`src/rtl/mdio_pkg.sv`:
```
package mdio_pkg;

  // Control word bit positions (host visible)
  localparam int CTL_DOUT = 0;
  localparam int CTL_DIN  = 1;
  localparam int CTL_OE   = 2;
  localparam int CTL_CLK  = 3;
  localparam int CTL_W    = 4;

  // Header field codes
  localparam logic [1:0] HDR_START = 2'b01;
  localparam logic [1:0] OP_WRITE  = 2'b01;
  localparam logic [1:0] OP_READ   = 2'b10;
  localparam logic [1:0] TA_WRITE  = 2'b10;

  // PHY address field width (fixed by the frame format)
  localparam int PHY_AW = 5;

  typedef enum logic [1:0] {
    XFER_IDLE  = 2'd0,
    XFER_READ  = 2'd1,
    XFER_WRITE = 2'd2
  } xfer_e;

endpackage

```
`src/rtl/mdio_frame_ctrl.sv`:
```
module mdio_frame_ctrl
  import mdio_pkg::*;
#(
  parameter int HIST_W = 32,
  parameter int DATA_W = 16,
  parameter int ADDR_W = 5
) (
  input  logic              clk,
  input  logic              rst,
  input  logic              clk_rise,
  input  logic              bit_in,
  output logic              rd_req,
  output logic [ADDR_W-1:0] rd_addr,
  output logic              shift_en
);

  localparam int CNT_W    = $clog2(HIST_W) + 2;
  localparam int REG_LSB  = 2;
  localparam int PHY_LSB  = REG_LSB + ADDR_W;
  localparam int OP_LSB   = PHY_LSB + PHY_AW;
  localparam int ST_LSB   = OP_LSB + 2;

  localparam logic signed [CNT_W-1:0] CNT_IDLE = -1;
  localparam logic signed [CNT_W-1:0] CNT_SYNC = CNT_W'(HIST_W);
  localparam logic signed [CNT_W-1:0] CNT_HDR  = CNT_W'(DATA_W);
  localparam logic signed [CNT_W-1:0] CNT_LAST = '0;

  logic [HIST_W-2:0]       hist_q;
  logic [HIST_W-1:0]       hist_n;
  logic [DATA_W-1:0]       hdr;
  logic signed [CNT_W-1:0] cnt_q;
  logic signed [CNT_W-1:0] cnt_sel;
  xfer_e                   state_q;
  logic                    sync_hit;
  logic                    hdr_now;
  logic                    is_rd;
  logic                    is_wr;

  assign hist_n   = {hist_q, bit_in};
  assign sync_hit = &hist_n;
  assign cnt_sel  = sync_hit ? CNT_SYNC : cnt_q;
  assign hdr      = hist_n[DATA_W-1:0];
  assign hdr_now  = clk_rise && (cnt_sel == CNT_HDR);

  assign is_rd = (hdr[ST_LSB+1:ST_LSB] == HDR_START) &&
                 (hdr[OP_LSB+1:OP_LSB] == OP_READ) && !hdr[0];
  assign is_wr = (hdr[ST_LSB+1:ST_LSB] == HDR_START) &&
                 (hdr[OP_LSB+1:OP_LSB] == OP_WRITE) && (hdr[1:0] == TA_WRITE);

  assign rd_req   = hdr_now && is_rd;
  assign rd_addr  = hdr[REG_LSB+ADDR_W-1:REG_LSB];
  assign shift_en = clk_rise && (state_q == XFER_READ) && (cnt_sel < CNT_HDR);

  always_ff @(posedge clk) begin
    if (rst) begin
      hist_q  <= '0;
      cnt_q   <= CNT_IDLE;
      state_q <= XFER_IDLE;
    end else if (clk_rise) begin
      hist_q <= hist_n[HIST_W-2:0];
      cnt_q  <= (cnt_sel == CNT_IDLE) ? CNT_IDLE : cnt_sel - 1'b1;
      if (hdr_now) begin
        if (is_wr)      state_q <= XFER_WRITE;
        else if (is_rd) state_q <= XFER_READ;
        else            state_q <= XFER_IDLE;
      end else if (cnt_sel == CNT_LAST) begin
        // write data (low bits of history) is accepted and dropped here
        state_q <= XFER_IDLE;
      end
    end
  end

endmodule

```
`src/rtl/mdio_phy_regfile.sv`:
```
module mdio_phy_regfile #(
  parameter int             DEPTH     = 32,
  parameter int             DATA_W    = 16,
  parameter int             ID_HI_IDX = 2,
  parameter logic [15:0]    ID_HI_VAL = 16'h0022,
  parameter int             ID_LO_IDX = 3,
  parameter logic [15:0]    ID_LO_VAL = 16'h161A,
  localparam int            ADDR_W    = $clog2(DEPTH)
) (
  input  logic              clk,
  input  logic              rst,
  input  logic              rd_en,
  input  logic [ADDR_W-1:0] rd_addr,
  output logic [DATA_W-1:0] rd_data,
  output logic              rd_valid
);

  function automatic logic [DATA_W-1:0] entry_value(input logic [ADDR_W-1:0] a);
    if (a == ADDR_W'(ID_HI_IDX)) return DATA_W'(ID_HI_VAL);
    if (a == ADDR_W'(ID_LO_IDX)) return DATA_W'(ID_LO_VAL);
    return '0;
  endfunction

  // Read-only contents with a registered read port
  always_ff @(posedge clk) begin
    if (rst) begin
      rd_data  <= '0;
      rd_valid <= 1'b0;
    end else begin
      rd_valid <= rd_en;
      if (rd_en) rd_data <= entry_value(rd_addr);
    end
  end

endmodule

```
`src/rtl/mdio_mgmt_responder.sv`:
```
module mdio_mgmt_responder
  import mdio_pkg::*;
#(
  parameter int HIST_W    = 32,
  parameter int DATA_W    = 16,
  parameter int REG_DEPTH = 32
) (
  input  logic        clk,
  input  logic        rst,
  input  logic        ctl_we,
  input  logic [3:0]  ctl_wdata,
  output logic [3:0]  ctl_rdata
);

  localparam int ADDR_W = $clog2(REG_DEPTH);

  logic [CTL_W-1:0]  ctl_q;
  logic              prev_clk_q;
  logic [DATA_W-1:0] shift_q;
  logic              clk_rise;
  logic              bit_in;
  logic              rd_req;
  logic [ADDR_W-1:0] rd_addr;
  logic              shift_en;
  logic [DATA_W-1:0] rd_data;
  logic              rd_valid;
  logic              unused_din_wr;

  assign unused_din_wr = ctl_wdata[CTL_DIN];
  assign clk_rise = ctl_we && !prev_clk_q && ctl_wdata[CTL_CLK];
  assign bit_in   = ctl_wdata[CTL_DOUT] && ctl_wdata[CTL_OE];
  assign ctl_rdata = ctl_q;

  mdio_frame_ctrl #(
    .HIST_W (HIST_W),
    .DATA_W (DATA_W),
    .ADDR_W (ADDR_W)
  ) u_frame (
    .clk      (clk),
    .rst      (rst),
    .clk_rise (clk_rise),
    .bit_in   (bit_in),
    .rd_req   (rd_req),
    .rd_addr  (rd_addr),
    .shift_en (shift_en)
  );

  mdio_phy_regfile #(
    .DEPTH  (REG_DEPTH),
    .DATA_W (DATA_W)
  ) u_regs (
    .clk      (clk),
    .rst      (rst),
    .rd_en    (rd_req),
    .rd_addr  (rd_addr),
    .rd_data  (rd_data),
    .rd_valid (rd_valid)
  );

  always_ff @(posedge clk) begin
    if (rst) begin
      ctl_q      <= '0;
      prev_clk_q <= 1'b0;
      shift_q    <= '0;
    end else begin
      if (ctl_we) begin
        ctl_q[CTL_DOUT] <= ctl_wdata[CTL_DOUT];
        ctl_q[CTL_OE]   <= ctl_wdata[CTL_OE];
        ctl_q[CTL_CLK]  <= ctl_wdata[CTL_CLK];
        prev_clk_q      <= ctl_wdata[CTL_CLK];
      end
      if (rd_valid) begin
        shift_q <= rd_data;
      end else if (shift_en) begin
        ctl_q[CTL_DIN] <= shift_q[DATA_W-1];
        shift_q        <= {shift_q[DATA_W-2:0], 1'b0};
      end
    end
  end

endmodule

```
`config.mk`:
```
export PLATFORM = sky130hd
export DESIGN_NAME = mdio_mgmt_responder
export DESIGN_NICKNAME = d
export VERILOG_FILES = /design/src/rtl/mdio_pkg.sv /design/src/rtl/mdio_frame_ctrl.sv /design/src/rtl/mdio_phy_regfile.sv /design/src/rtl/mdio_mgmt_responder.sv
export SDC_FILE = /design/constraint.sdc
export NUM_CORES = 1
export LEC_CHECK = 0
export BUFFER_PORTS_ARGS = -buffer_cell sky130_fd_sc_hd__buf_2
export CAP_MARGIN = 15
export CORE_MARGIN = 2
export CORE_UTILIZATION = 45
export CTS_BUF_LIST = sky130_fd_sc_hd__clkbuf_8
export CTS_CLUSTER_DIAMETER = 50
export DETAILED_ROUTE_END_ITERATION = 7
export PLACE_DENSITY = 0.59
export SYNTH_ARGS = -nofsm -noshare
export SYNTH_HDL_FRONTEND = slang
export SYNTH_HIERARCHICAL = 1
export SYNTH_SLANG_ARGS = --single-unit
export TNS_END_PERCENT = 50
```
`constraint.sdc`:
```
create_clock -name clk -period 4.5 [get_ports clk]
set_clock_uncertainty 0.2 [all_clocks]
set_input_delay 0.675 -clock clk [delete_from_list [all_inputs] [get_ports clk]]
set_output_delay 0.675 -clock clk [all_outputs]
set_load 0.01 [all_outputs]
```
==> flow_summary_export.csv <==
group,metric,value,unit
timing,setup_tns,0,ps
cts,cts_tree,"done",
power,power_density,345,nW/um^2
cts,postCtsSetupBuffers,0,
detailed_routing,wl_met1,2600,um
detailed_routing,routedWlPerCell,13.0,um
cts,clk_latency,340,ps
floorplan,core,6390,um^2
floorplan,die_w,85.3,um
power,finalPower,1080,uW
detailed_routing,vias_per_cell,5.12,
layout,final_core_util,0.489,
setup_path,cpMostUsedCell,"nand3_1",
floorplan,rows,29,
detailed_routing,drcViolationCount,0,
cts,numCtsBuffers,9,
setup_path,worst_ep_required_time,4580,ps
setup_path,rrSetupSlack,1330,ps
timing,setup_viol,0,
detailed_routing,drt-total-wl,4970,um
detailed_routing,ant_nets,0,
layout,fin_nets,311,
setup_path,crit_fanout,8,
grt,first_global_vias,1902,
setup_path,path_class,"in -> reg",
floorplan,io_pins,11,
outcome,status,"completed",
yosys,ys.flop_type,"dfxtp_1",
yosys,synth_area,2980,um^2
layout,area_growth,4.83,%
placed_design,placed_area,2930,um^2
cts,h-tree-depth,3,
setup_path,critPathLaunchType,"input port",
floorplan,die_h,85.3,um
layout,seq_area,1280,um^2
layout,multi_input_area,1470,um^2
power,peakVddDrop,0.174,mV
timing,finalCriticalPeriod,3330,ps
yosys,syn_inst,307,
detailed_routing,dr.first_iter.drc_count,52,
setup_path,critPathSlowestCell,"nor4_1",
timing,tightest_slew,1050,ps
detailed_routing,dr.max_layer_used,"met4",
yosys,synth.avg_cell_area,9.70,um^2
cts,cts_hold_buf,0,
floorplan,die_area,7280,um^2
yosys,synthTopCellsByArea,"dfxtp_1 (43%), mux2i_1 (16%), nor2_1 (7.9%)",
cts,ctsRootBufferMaster,"clkbuf_8",
power,power_leakage,0.00118,uW
grt,gr-total-overflow,0,
layout,fillers,611,
floorplan,initial_core_util,0.466,
yosys,synth_edf_count,0,
setup_path,cp-end-kind,"flop",
cts,cts-resized-gates,0,
yosys,ys_seq_area_frac,0.430,
yosys,ys_warn_count,6,
layout,drive_gt1_frac,0.170,
setup_path,critical_path.max_stage_delay,370,ps
placed_design,gp_congestion,0.709,
timing,period_share,0.741,
run,maxCapViolCount,0,
setup_path,arrival,3410,ps
layout,num_antenna_cells,0,
timing,hold_violations,0,
yosys,ys_ff_latch,64,
timing,fmax,300,MHz
yosys,ys_types,45,
grt,grt_pass1_wl,8610,um
yosys,async_reset_ff_frac,0,
timing,rsz0062_at_grt,"false",
layout,layout_commonest_cell,"dfxtp_1",
timing,slew_headroom,0.297,
yosys,synth_top_area_frac,0.430,
grt,track_usage,0.149,
cts,cts.sinks,64,
yosys,synth_area_leader_cell,"dfxtp_1",
cts,path_clk_slew,60,ps
grt,grt_max_degree,59,
layout,stdcell_area,3120,um^2
min_path,hold_path.class,"reg -> reg",
cts,clockBufferDepth,2,
detailed_routing,vias,1960,
timing,maxSlewViolCount,0,
layout,final_cell_mix,"dfxtp_1 (64), nor2_1 (62), mux2i_1 (49)",
detailed_routing,drt_pass1_iterations,4,
detailed_routing,met3WireLength,126,um
grt,grt_antenna_before_repair,0,
placed_design,io_buffer_count,9,
placed_design,hpwl,3200,um
setup_path,crit_chain,"buf_2 > and2_1 > nand4_1 > nor4_2 > nand3_1 > nand2_1 > ha_1 > nand2b_1 > nor3_2 > nand3_1 > nor4_1 > nor2b_1 > a32o_1",
detailed_routing,dr_wl_met2,2150,um
==> path summary, 6_finish.rpt <==
check | from | endpoint | cells past startpoint
worst min-delay path | u_regs/rd_data[5] | u_regs/rd_data[5] | 1
worst min register to register | u_regs/rd_data[5] | u_regs/rd_data[5] | 1
worst max register to register | u_frame/hist_q[16] | u_regs/rd_data[5] | 11
worst max-delay path | ctl_wdata[2] | u_regs/rd_data[5] | 13
==> area by class of cell <==
class	instances	share of cell area
multi-input cells	210	0.471
flip-flops and latches	64	0.410
clock buffers	13	0.0573
well taps	77	0.0309
repair buffers	11	0.0192
inverters	6	0.00721
clock inverters	2	0.00401
==> routing by layer <==
| layer | vias to the layer above | GRT usage |
|---|---|---|
| met3 | 8 | 0.0409 |
| met4 | 0 | 0.0823 |
| li1 | 1028 | - |
| met1 | 908 | 0.188 |
| met2 | 16 | 0.230 |
| met5 | - | 0 |
==> synth_stat cells, types with 2 or more instances <==
library cell	number
nand3_1	7
and4_1	2
or2_2	2
or4_1	2
mux2_4	9
nand2_1	9
o21ai_1	2
mux2i_1	49
a21oi_1	7
buf_1	3
buf_4	21
clkbuf_1	4
nand4_1	7
nand2b_1	2
nor2_1	63
inv_1	6
dfxtp_1	64
buf_2	4
o21ai_0	4
nor3_1	6
ha_1	2
buf_6	2
a32o_1	2
mux2_2	7
==> registers in the layout, summed over array words and instances, names as in the netlist <==
signal	cells
u_frame/hist_q	31
u_frame/cnt_q	7
u_frame/state_q	2
ctl_rdata	4
shift_q	16
u_regs/rd_data	3
u_regs/rd_valid	1
==> report_power, final <==
group	switching, uW	internal, uW	leakage (uW)
logic	26.9	14.3	0.000567
clock network	207	256	0.0000975
registers	3.02	569	0.000516
total	237	840	0.00118
==> critical path: cells and delay by family <==
kind | cells | cell delay, ps
and+or+nand+nor | 10 | 2160
AOI/OAI and AO/OA | 1 | 210
adders and majority gates | 1 | 280
buffers and inverters | 1 | 80
==> per-stage QoR <==
stage | instances | setup WS, ps | hold slack, ps
detailed placement | 368 | 799 | 265
floorplan | 315 | 1440 | 242
global route | 383 | 830 | 318
global placement | 368 | 909 | 266
finish | 383 | 1170 | 276
CTS | 383 | 1150 | 280
==> logic make-up after synthesis <==
kind of cell	after synthesis	share of synthesized area
buf+inv	41	0.0903
fa+ha+maj	2	0.00840
flops	64	0.430
compound gates	23	0.0521
other cells	1	0.00126
simple gates	111	0.181
mux	65	0.237
No activity file was read; power rests on OpenSTA's default activity.
